===== src/rtl/rrc_pkg.sv =====
package rrc_pkg;
    typedef enum logic {
        ST_READY  = 1'b0,
        ST_RELOAD = 1'b1
    } rrc_state_e;
endpackage


===== src/rtl/rrc_dram_array.sv =====
module rrc_dram_array #(
    parameter int DATA_W   = 8,
    parameter int SEG_BITS = 2,
    parameter int ROW_BITS = 3,
    parameter int COL_BITS = 2
) (
    input  logic                               clk,
    input  logic                               wr_en,
    input  logic [SEG_BITS-1:0]                wr_seg,
    input  logic [ROW_BITS-1:0]                wr_row,
    input  logic [COL_BITS-1:0]                wr_col,
    input  logic [DATA_W-1:0]                  wr_data,
    input  logic [SEG_BITS-1:0]                rd_seg,
    input  logic [ROW_BITS-1:0]                rd_row,
    output logic [DATA_W*(1<<COL_BITS)-1:0]    rd_line
);
    localparam int LINE_W = DATA_W * (1 << COL_BITS);
    localparam int NLINES = 1 << (SEG_BITS + ROW_BITS);

    logic [LINE_W-1:0] mem_q [NLINES];

    // Storage has no reset; the whole row is read combinationally for a wide reload.
    always_ff @(posedge clk) begin
        if (wr_en) begin
            mem_q[{wr_seg, wr_row}][wr_col*DATA_W +: DATA_W] <= wr_data;
        end
    end

    assign rd_line = mem_q[{rd_seg, rd_row}];
endmodule


===== src/rtl/rrc_seg_cache.sv =====
module rrc_seg_cache #(
    parameter int DATA_W   = 8,
    parameter int ROW_BITS = 3,
    parameter int COL_BITS = 2
) (
    input  logic                               clk,
    input  logic                               rst_n,
    input  logic                               load_en,
    input  logic [ROW_BITS-1:0]                load_row,
    input  logic [DATA_W*(1<<COL_BITS)-1:0]    load_line,
    input  logic                               wr_en,
    input  logic [COL_BITS-1:0]                wr_col,
    input  logic [DATA_W-1:0]                  wr_data,
    input  logic [ROW_BITS-1:0]                lookup_row,
    output logic                               hit,
    input  logic [COL_BITS-1:0]                rd_col,
    output logic [DATA_W-1:0]                  rd_data
);
    localparam int LINE_W = DATA_W * (1 << COL_BITS);

    typedef struct packed {
        logic                valid;
        logic [ROW_BITS-1:0] tag;
        logic [LINE_W-1:0]   line;
    } seg_t;

    seg_t state_d, state_q;

    assign hit     = state_q.valid && (state_q.tag == lookup_row);
    assign rd_data = state_q.line[rd_col*DATA_W +: DATA_W];

    always_comb begin
        state_d = state_q;
        if (load_en) begin
            state_d.valid = 1'b1;
            state_d.tag   = load_row;
            state_d.line  = load_line;
        end else if (wr_en && hit) begin
            state_d.line[wr_col*DATA_W +: DATA_W] = wr_data;
        end
    end

    always_ff @(posedge clk) begin
        if (!rst_n) begin
            state_q <= '0;
        end else begin
            state_q <= state_d;
        end
    end


    load_tag_chk: assert property (@(posedge clk) disable iff (!rst_n)
        load_en |=> (state_q.valid && state_q.tag == $past(load_row)));


    wmiss_keep_chk: assert property (@(posedge clk) disable iff (!rst_n)
        (wr_en && !hit && !load_en) |=> $stable(state_q));
endmodule


===== src/rtl/rrc_top.sv =====
module rrc_top #(
    parameter int DATA_W   = 8,
    parameter int SEG_BITS = 2,
    parameter int ROW_BITS = 3,
    parameter int COL_BITS = 2,
    parameter int MISS_LAT = 2
) (
    input  logic                                   clk,
    input  logic                                   rst_n,
    input  logic                                   req_valid,
    input  logic                                   req_write,
    input  logic [SEG_BITS+ROW_BITS+COL_BITS-1:0]  req_addr,
    input  logic [DATA_W-1:0]                      req_wdata,
    output logic                                   ready,
    output logic                                   rd_valid,
    output logic [DATA_W-1:0]                      rd_data,
    output logic                                   hit_n,
    input  logic                                   refresh_req,
    output logic                                   refresh_gnt,
    output logic [ROW_BITS-1:0]                    refresh_row
);
    import rrc_pkg::*;

    localparam int NSEG   = 1 << SEG_BITS;
    localparam int LINE_W = DATA_W * (1 << COL_BITS);
    localparam int ADDR_W = SEG_BITS + ROW_BITS + COL_BITS;
    localparam int CNT_W  = (MISS_LAT < 2) ? 1 : $clog2(MISS_LAT + 1);

    typedef struct packed {
        rrc_state_e          state;
        logic [CNT_W-1:0]    cnt;
        logic [COL_BITS-1:0] pend_col;
        logic [SEG_BITS-1:0] pend_seg;
        logic                rd_valid;
        logic [DATA_W-1:0]   rd_data;
        logic                hit_n;
        logic                post_valid;
        logic [SEG_BITS-1:0] post_seg;
        logic [ROW_BITS-1:0] post_row;
        logic [COL_BITS-1:0] post_col;
        logic [DATA_W-1:0]   post_data;
        logic                ref_pend;
        logic                ref_gnt;
        logic [ROW_BITS-1:0] ref_row;
    } ctl_t;

    ctl_t ctl_d, ctl_q;

    logic [SEG_BITS-1:0] req_seg;
    logic [ROW_BITS-1:0] req_row;
    logic [COL_BITS-1:0] req_col;
    logic [NSEG-1:0]     hit_vec;
    logic [DATA_W-1:0]   seg_rd [NSEG];
    logic [COL_BITS-1:0] seg_col;
    logic [LINE_W-1:0]   arr_line;
    logic [LINE_W-1:0]   load_line;
    logic                accept, wr_go, rd_hit, miss_start, ref_any, ref_grant;

    assign req_seg = req_addr[ADDR_W-1 -: SEG_BITS];
    assign req_row = req_addr[COL_BITS +: ROW_BITS];
    assign req_col = req_addr[COL_BITS-1:0];

    assign ready      = (ctl_q.state == ST_READY);
    assign accept     = req_valid && ready;
    assign wr_go      = accept && req_write;
    assign rd_hit     = accept && !req_write && hit_vec[req_seg];
    assign miss_start = accept && !req_write && !hit_vec[req_seg];
    assign seg_col    = ready ? req_col : ctl_q.pend_col;
    assign ref_any    = ctl_q.ref_pend || refresh_req;
    assign ref_grant  = ref_any && ready && !miss_start;

    rrc_dram_array #(
        .DATA_W(DATA_W), .SEG_BITS(SEG_BITS), .ROW_BITS(ROW_BITS), .COL_BITS(COL_BITS)
    ) u_array (
        .clk     (clk),
        .wr_en   (ctl_q.post_valid),
        .wr_seg  (ctl_q.post_seg),
        .wr_row  (ctl_q.post_row),
        .wr_col  (ctl_q.post_col),
        .wr_data (ctl_q.post_data),
        .rd_seg  (req_seg),
        .rd_row  (req_row),
        .rd_line (arr_line)
    );

    // A reload in the cycle after a write sees the posted word before it is committed.
    always_comb begin
        load_line = arr_line;
        if (ctl_q.post_valid && ctl_q.post_seg == req_seg && ctl_q.post_row == req_row) begin
            load_line[ctl_q.post_col*DATA_W +: DATA_W] = ctl_q.post_data;
        end
    end

    for (genvar s = 0; s < NSEG; s++) begin : g_seg
        rrc_seg_cache #(
            .DATA_W(DATA_W), .ROW_BITS(ROW_BITS), .COL_BITS(COL_BITS)
        ) u_seg (
            .clk        (clk),
            .rst_n      (rst_n),
            .load_en    (miss_start && (req_seg == SEG_BITS'(s))),
            .load_row   (req_row),
            .load_line  (load_line),
            .wr_en      (wr_go && (req_seg == SEG_BITS'(s))),
            .wr_col     (req_col),
            .wr_data    (req_wdata),
            .lookup_row (req_row),
            .hit        (hit_vec[s]),
            .rd_col     (seg_col),
            .rd_data    (seg_rd[s])
        );
    end

    always_comb begin
        ctl_d            = ctl_q;
        ctl_d.rd_valid   = 1'b0;
        ctl_d.ref_gnt    = ref_grant;
        ctl_d.ref_pend   = ref_any && !ref_grant;
        ctl_d.post_valid = wr_go;
        if (wr_go) begin
            ctl_d.post_seg  = req_seg;
            ctl_d.post_row  = req_row;
            ctl_d.post_col  = req_col;
            ctl_d.post_data = req_wdata;
        end
        if (ref_grant) begin
            ctl_d.ref_row = ctl_q.ref_row + 1'b1;
        end
        if (rd_hit) begin
            ctl_d.rd_valid = 1'b1;
            ctl_d.rd_data  = seg_rd[req_seg];
            ctl_d.hit_n    = 1'b0;
        end
        if (miss_start) begin
            ctl_d.state    = ST_RELOAD;
            ctl_d.cnt      = CNT_W'(MISS_LAT - 1);
            ctl_d.pend_col = req_col;
            ctl_d.pend_seg = req_seg;
        end
        if (ctl_q.state == ST_RELOAD) begin
            if (ctl_q.cnt == '0) begin
                ctl_d.state    = ST_READY;
                ctl_d.rd_valid = 1'b1;
                ctl_d.rd_data  = seg_rd[ctl_q.pend_seg];
                ctl_d.hit_n    = 1'b1;
            end else begin
                ctl_d.cnt = ctl_q.cnt - 1'b1;
            end
        end
    end

    always_ff @(posedge clk) begin
        if (!rst_n) begin
            ctl_q       <= '0;
            ctl_q.state <= ST_READY;
            ctl_q.hit_n <= 1'b1;
        end else begin
            ctl_q <= ctl_d;
        end
    end

    assign rd_valid    = ctl_q.rd_valid;
    assign rd_data     = ctl_q.rd_data;
    assign hit_n       = ctl_q.hit_n;
    assign refresh_gnt = ctl_q.ref_gnt;
    assign refresh_row = ctl_q.ref_row;


    hit_fast_chk: assert property (@(posedge clk) disable iff (!rst_n)
        (rd_valid && !hit_n) |-> $past(ready));


    miss_wait_chk: assert property (@(posedge clk) disable iff (!rst_n)
        (rd_valid && hit_n) |-> !$past(ready));


    refresh_idle_chk: assert property (@(posedge clk) disable iff (!rst_n)
        refresh_gnt |-> $past(ready));


    refresh_step_chk: assert property (@(posedge clk) disable iff (!rst_n)
        refresh_gnt |-> (refresh_row == ROW_BITS'($past(refresh_row) + 1'b1)));
endmodule


===== config.mk =====
export PLATFORM = sky130hd
export DESIGN_NAME = rrc_top
export DESIGN_NICKNAME = d
export VERILOG_FILES = /design/src/rtl/rrc_pkg.sv /design/src/rtl/rrc_dram_array.sv /design/src/rtl/rrc_seg_cache.sv /design/src/rtl/rrc_top.sv
export SDC_FILE = /design/constraint.sdc
export NUM_CORES = 1
export LEC_CHECK = 0
export BUFFER_PORTS_ARGS = -buffer_cell sky130_fd_sc_hd__buf_2
export CORE_MARGIN = 10
export CORE_UTILIZATION = 30
export CTS_CLUSTER_SIZE = 28
export DETAILED_ROUTE_END_ITERATION = 12
export GPL_TIMING_DRIVEN = 0
export PLACE_DENSITY = 0.51
export SYNTH_ARGS = -nofsm -noshare
export SYNTH_HDL_FRONTEND = slang
export SYNTH_HIERARCHICAL = 1
export SYNTH_SLANG_ARGS = --single-unit

===== constraint.sdc =====
create_clock -name clk -period 7 [get_ports clk]
set_input_delay 0 -clock clk [delete_from_list [all_inputs] [get_ports clk]]
set_output_delay 0 -clock clk [all_outputs]
set_load 0.1 [all_outputs]

== Yosys cells after proc, flatten, opt, wreduce, memory -nomap -nowiden ==
Memory sizes are Yosys's and may differ from the RTL's.
Index checks and enable logic that the tools add are counted.

* Register bits: 182
* RAM bits: 1024
* Input bits: 20
* Output and inout bits: 15
* Word-level logic and storage cells: 124
* Memories kept: 1

* Add/subtract/negate cells: 4
* Order comparisons: 3
* Equality and inequality tests: 9
* Shifts and indexed selects: 8
* Mux-type cells: 32
* Bitwise gates (word level): 3
* Reduce and logical (&&, ||, !) cells: 37

{| class="wikitable"
|+ Memory list
! memory !! words !! bits a word !! rd ports !! clocked after memory_dff !! wr ports !! line !! source
|-
| u_array.mem_q || 32 || 32 || 1 || 0 || 1 || rrc_dram_array.sv:20 || <nowiki>logic [LINE_W-1:0] mem_q [NLINES];</nowiki>
|}

{| class="wikitable"
|+ Operators by type and width
! operator !! count
|-
| $mux 32 || 10
|-
| $bwmux 32 || 5
|-
| $shiftx 32x6->8 || 4
|-
| $neg 5->34 || 2
|-
| $shift 8x34->32 const A || 2
|-
| $shiftx 8x34->32 || 2
|-
| $bmux 8 s2 || 2
|-
| $mux 8 || 4
|-
| $mux 10 || 3
|-
| $logic_and 1x1->1 || 26
|-
| $eq 3x3->1 || 5
|-
| $reduce_bool 2->1 || 4
|-
| $mux 7 || 1
|-
| $ge 3x3->1 const B || 2
|-
| $not 2->3 || 2
|-
| $eq 2x2->1 const B || 2
|-
| $logic_not 1->1 || 4
|-
| $logic_not 2->1 || 2
|-
| $mux 2 || 2
|-
| $add 3x1->3 const B || 1
|-
| $lt 2x3->1 const B || 1
|-
| $mux 1 || 3
|-
| $mux 3 || 1
|-
| $bmux 1 s2 || 1
|-
| other kinds (5) || 5
|}

== Logic depth before layout (Yosys ltp) ==
* Word-level depth: 10
* Gate-level depth with buffers: 12

== Modules after synthesis ==
The synthesis kept the hierarchy.

{| class="wikitable"
|+ Modules (own cells, without submodules)
! module !! instances !! cells each !! area each (um^2) !! sequential area each (um^2)
|-
| rrc_dram_array || 1 || 2418 || 40727.8 || 30749.5
|-
| rrc_seg_cache at g_seg[0].u_seg ... || 3 || 191 || 1906.8 || 720.7
|-
| rrc_top || 1 || 338 || 2911.5 || 760.7
|-
| rrc_seg_cache at g_seg[3].u_seg || 1 || 188 || 1886.8 || 720.7
|}

== Worst setup path after synthesis ==
Ideal clock, no wire load.

* Kind: reg-to-reg
* Start point: reg g_seg[2].u_seg/state_q[33] in the netlist's numbering
* End point: reg g_seg[0].u_seg/state_q[0] in the netlist's numbering
* Data arrival time: 2697 ps
* Setup slack: 4180 ps
* Cell stages (with the launch flop): 13
* Path buffers: 3
* Clock period less this slack: 2820 ps
* Cell sequence: dfxtp_1 -> xnor2_2 -> and4_2 -> mux4_2 -> nand2b_4 -> buf_6 -> nor3_1 -> buf_2 -> nor2_1 -> and4_1 -> clkbuf_1 -> a221oi_1 -> nor2_1

* Cells in the longest elaborated chain, start to end: 8

{| class="wikitable"
|+ Ends and longest elaborated chain
! what !! line !! source
|-
| start: declaration || rrc_seg_cache.sv:27 || <nowiki>seg_t state_d, state_q;</nowiki>
|-
| start signal: assignment || rrc_seg_cache.sv:47 || <nowiki>state_q <= state_d;</nowiki>
|-
| $eq 3x3->1 * || rrc_seg_cache.sv:29 || <nowiki>assign hit = state_q.valid && (state_q.tag == lookup_row);</nowiki>
|-
| $logic_and 1x1->1 * || rrc_seg_cache.sv:29 ||
|-
| named net hit_vec[2] || rrc_top.sv:52 || <nowiki>logic [NSEG-1:0] hit_vec;</nowiki>
|-
| $bmux 1 s2 * || rrc_top.sv:67 || <nowiki>assign miss_start = accept && !req_write && !hit_vec[req_seg];</nowiki>
|-
| $mux 1 (not written as such) * || rrc_top.sv:67 ||
|-
| $logic_not 1->1 * || rrc_top.sv:67 ||
|-
| $logic_and 1x1->1 * || rrc_top.sv:67 ||
|-
| $logic_and 1x1->1 * || rrc_top.sv:100 || <nowiki>.load_en (miss_start && (req_seg == SEG_BITS'(s))),</nowiki>
|-
| $mux 32 or $reduce_bool 2->1 (tied branches) || - ||
|-
| end signal: assignment || rrc_seg_cache.sv:47 ||
|-
| end: declaration || rrc_seg_cache.sv:27 ||
|}

Mark *: on every way through the listed nets, which the timed path passes. The rest lies on a longest branch. The select of a mux whose other input is x is not followed.
A chain may end at the register's enable or synchronous reset.

== Final worst setup path ==
* Start point: reg ctl_q[13] in the netlist's numbering
* End point: reg g_seg[1].u_seg/state_q[16] in the netlist's numbering

* Cells in the longest elaborated chain, start to end: 5

{| class="wikitable"
|+ Ends and longest elaborated chain
! what !! line !! source
|-
| start: declaration || rrc_top.sv:47 || <nowiki>ctl_t ctl_d, ctl_q;</nowiki>
|-
| start signal: assignment || rrc_top.sv:157 || <nowiki>ctl_q <= ctl_d;</nowiki>
|-
| $neg 5->34 * || rrc_top.sv:90 || <nowiki>load_line[ctl_q.post_col*DATA_W +: DATA_W] = ctl_q.post_data;</nowiki>
|-
| $shiftx 8x34->32 or $shift 8x34->32 (tied branches) || rrc_top.sv:90 ||
|-
| $bwmux 32 * || rrc_top.sv:90 ||
|-
| $mux 32 * || rrc_top.sv:89 || <nowiki>if (ctl_q.post_valid && ctl_q.post_seg == req_seg && ctl_q.post_row == req_row) begin</nowiki>
|-
| named net load_line[16] || rrc_top.sv:56 || <nowiki>logic [LINE_W-1:0] load_line;</nowiki>
|-
| $mux 32 * || rrc_seg_cache.sv:34 || <nowiki>if (load_en) begin</nowiki>
|-
| end signal: assignment || rrc_seg_cache.sv:47 ||
|-
| end: declaration || rrc_seg_cache.sv:27 ||
|}

Mark *: on every way through the listed nets, which the timed path passes. The rest lies on a longest branch.

==> flow_summary.toml <==
[run_status]
run_status = "finished, final reports clean"

[synthesis]
syn_area_per_cell_um2 = 14.6
postSynth.asyncResetShare_pct = 0
mappedNetlistArea_mm2 = 0.0512
ys_types = 66
most_numerous_cell_in_the_yosys_netlist = "sky130_fd_sc_hd__edfxtp_1"
synth-edff-count = 1024
synth_instances = 3517
syn_nets = 3568
synth.top_cells.by_count = "sky130_fd_sc_hd__edfxtp_1, sky130_fd_sc_hd__mux2i_1, sky130_fd_sc_hd__nor2_1"
synth.yosys.warnings = 6
synth.largest_area_cell = "sky130_fd_sc_hd__edfxtp_1"
synth_top_cell_area_share_pct = 60.0
flop_and_latch_count_out_of_synthesis = 1206
dominantRegCellSynth = "sky130_fd_sc_hd__edfxtp_1"
synth_sequential_area_ratio_pct = 67.1
netlist_top_cells_area = "sky130_fd_sc_hd__edfxtp_1, sky130_fd_sc_hd__mux2i_1, sky130_fd_sc_hd__dfxtp_1"

[die]
die_footprint_mm2 = 0.188
num_rows = 151
fp.dieW_um = 433
core_region_area_mm2 = 0.170
floorplan.die.height_um = 433
initial_core_util_pct = 30.2
number_of_ports_placed_on_the_die_boundary = 35

[final_layout]
area_delta_synth_final_pct = 14.7
multi_input_logic_area_mm2 = 0.0155
postLayoutCellArea_mm2 = 0.0588
fraction_of_final_layout_cells_sized_beyond_drive_strength_1_pct = 12.5
filler_cell_count = 16446
area.sequential_mm2 = 0.0344
layout.core_utilization_pct = 34.6
nets = 3758

[timing]
rsz_0062_raised_after_global_routing = "false"
layout_worst_path_cycle_share_pct = 56.0
setup_tns_after_final_layout_ns = 0
slew-limit-headroom_pct = 3.61
finalHoldViolCount = 0
final.min_clock_period_ns = 3.92
fmax_ghz = 0.255
finalSetupViolations = 0
worst_slack_ns = 3.08
tightest_slew_ns = 1.41
clock-skew-final_ns = 0.0648
drv_slew = 0

[clock_tree]
cts_sinks = 1206
postCtsResizedCells = 0
cts_clk_pin_slew_worst_paths_ns = 0.06
clk-insertion-delay-late_ns = 0.78
cts_made_buffers = 134
root_buffer = "sky130_fd_sc_hd__clkbuf_16"
h-tree-depth = 4
tritoncts = "done"
cts_buffer_depth = 3

[grt]
grt_start_max_net_pins = 44
gr-usage-all-layers_pct = 16.5
grt_antenna_before_repair = 5
grt_pass1_wl_mm = 225
grt_remaining_overflow = 0
grt_pass1_vias = 30894

[placement]
place.port_buffers = 34
pre_cts_ws_ns = 2.94
dpl-instance-area_mm2 = 0.0542
dp.final_hpwl_mm = 110
place.gp.congestion = 0.858

[setup_path]
worstSetupStartpoint = "ctl_q[13]"
r2r-start = "ctl_q[13]"
cp-end-kind = "flip-flop"
timing.critical_path.slowest_stage_cell = "sky130_fd_sc_hd__nor4b_1"
worstPathBufferInverterCount = 2
worst-path-stages = 8
worst-endpoint-required_ns = 7.66
crit_chain = "inv_1 -> ha_1 -> clkbuf_1 -> nor4b_1 -> nand2_1 -> mux2i_1 -> a221oi_1 -> nor2_1"
worst-endpoint-arrival_ns = 4.58
timing.critical_path.from_type = "flip-flop"
cp-endpoint = "g_seg[1].u_seg/state_q[16]"
crit_path_max_fanout = 11
capture_point_of_the_worst_reg_to_reg_path = "g_seg[1].u_seg/state_q[16]"
critical_path.top_delay_family = "simple AND/OR/NAND/NOR gates"
rr_worst_depth = 8
criticalPathCategory = "flip-flop to flip-flop"
timing.critical_path.slowest_cell_delay_ns = 1.07
setup.reg_to_reg.worst_slack_ns = 3.08

[drt]
dr.first_iter.drc_count = 2987
vias_per_cell = 5.28
dr_total_vias = 31855
avgRoutedWirePerCell_um = 26.2
drt-pass1-iter-count = 6
total_wire_length_after_detailed_routing_mm = 158
antenna_left = 0
detail_route.drc_violations = 0

[pwr]
irDropWorstVdd_v = 0.000206
report.power.total_uw = 15700
total_leakage_power_uw = 0.0230
pwr_density_cell_mw_per_mm2 = 267

[run]
cap_violations = 0

[min_path]
hp-class = "input pin to flip-flop"
==> through the flow <==
step                std cells  hold slack [ns]
finish                   6038            0.150
global placement         5769            0.332
floorplan                3517            0.128
CTS                      6030            0.115
detailed placement       5769            0.342
global route             6032            0.136
==> cells by family (layout without fill, tap and decap cells) <==
group,after synthesis,after routing,synth area share (%)
compound gates,629,629,8.91
other cells,0,7,0
mux,620,620,13.2
fa+ha+maj,31,31,0.757
buf+inv,263,559,2.70
flops,1206,1206,67.1
simple gates,750,750,6.84
xor+xnor,18,18,0.483
==> repair_timing <==
action | 4_1_cts | 5_1_grt
buffers inserted | 0 | 0
hold buffers | 19 | 0
hold endpoints to repair | 166 | 0
==> worst min-delay path, delay by kind of cell <==
| kind | cells | cell delay, ns |
|---|---|---|
| buffers and inverters | 2 | 0.45 |
| AO/OA/AOI/OAI | 1 | 0.17 |
| multiplexers | 1 | 0.25 |
==> worst min-delay path by stage <==
stage	start	end	slack, ns	cells past startpoint
final	req_addr[5]	rd_data[0]	0.15	4
after global routing	req_addr[5]	rd_data[7]	0.14	4
after CTS	req_addr[5]	rd_data[0]	0.11	4
after detailed placement	refresh_req	ctl_q[4]	0.34	3
after global placement	refresh_req	ctl_q[4]	0.33	3
after floorplan	rst_n	g_seg[0].u_seg/state_q[32]	0.13	1
==> routing by layer <==
metal,vias up,routed length (um),GRT usage (%)
met4,2,5360,6.04
li1,14067,-,-
met5,-,19,0
met3,251,9100,2.72
met2,1096,72600,25.8
met1,16439,71200,22.9
==> state kept, by name, indices dropped and copies added, names as in the netlist <==
signal / count
refresh_gnt: 1
refresh_row: 3
u_array/mem_q: 1024
hit_n: 1
ctl_q: 24
rd_valid: 1
g_seg.u_seg/state_q: 144
rd_data: 8
==> where the power goes <==
| part | switching (uW) | internal, uW | total, uW |
|---|---|---|---|
| clock network | 2910 | 4010 | 6920 |
| logic | 710 | 290 | 1000 |
| registers | 33.5 | 7730 | 7770 |
| total | 3650 | 12000 | 15700 |
==> layout make-up <==
cell class              instances  area share [%]
repair buffers                 54           0.656
clock buffers                 175            6.16
inverters                      48           0.307
well taps                    2218            4.72
multi-input cells            2048            26.4
diodes                          7          0.0298
plain buffers                 215            2.05
clock inverters                67            1.19
flip-flops and latches       1206            58.5
==> placed cells by master (no fill, tap or decap), types with 7 or more instances in the layout <==
cell type,instances
sky130_fd_sc_hd__a22o_1,64
sky130_fd_sc_hd__nor2_1,263
sky130_fd_sc_hd__nand2_1,217
sky130_fd_sc_hd__inv_1,47
sky130_fd_sc_hd__nor2b_1,20
sky130_fd_sc_hd__clkbuf_1,115
sky130_fd_sc_hd__buf_2,78
sky130_fd_sc_hd__bufinv_16,9
sky130_fd_sc_hd__nand2b_1,8
sky130_fd_sc_hd__buf_4,39
sky130_fd_sc_hd__mux2_2,18
sky130_fd_sc_hd__and2_2,15
sky130_fd_sc_hd__a21oi_1,105
sky130_fd_sc_hd__o221a_2,8
sky130_fd_sc_hd__a221oi_1,122
sky130_fd_sc_hd__nand3_1,100
sky130_fd_sc_hd__a31oi_1,32
sky130_fd_sc_hd__dfxtp_1,182
sky130_fd_sc_hd__buf_1,22
sky130_fd_sc_hd__edfxtp_1,1024
sky130_fd_sc_hd__xnor2_2,12
sky130_fd_sc_hd__clkbuf_16,138
sky130_fd_sc_hd__clkinv_2,19
sky130_fd_sc_hd__and3_1,21
sky130_fd_sc_hd__diode_2,7
sky130_fd_sc_hd__mux4_2,35
sky130_fd_sc_hd__nor3_1,40
sky130_fd_sc_hd__a22oi_1,104
sky130_fd_sc_hd__a41oi_2,16
sky130_fd_sc_hd__ha_1,31
sky130_fd_sc_hd__clkinv_1,23
sky130_fd_sc_hd__buf_6,25
sky130_fd_sc_hd__a21boi_0,17
sky130_fd_sc_hd__and2_1,23
sky130_fd_sc_hd__o21ai_0,131
sky130_fd_sc_hd__dlygate4sd3_1,19
sky130_fd_sc_hd__mux2i_1,561
sky130_fd_sc_hd__a41o_2,12
Note: power is estimated with default switching activity, not from simulation.
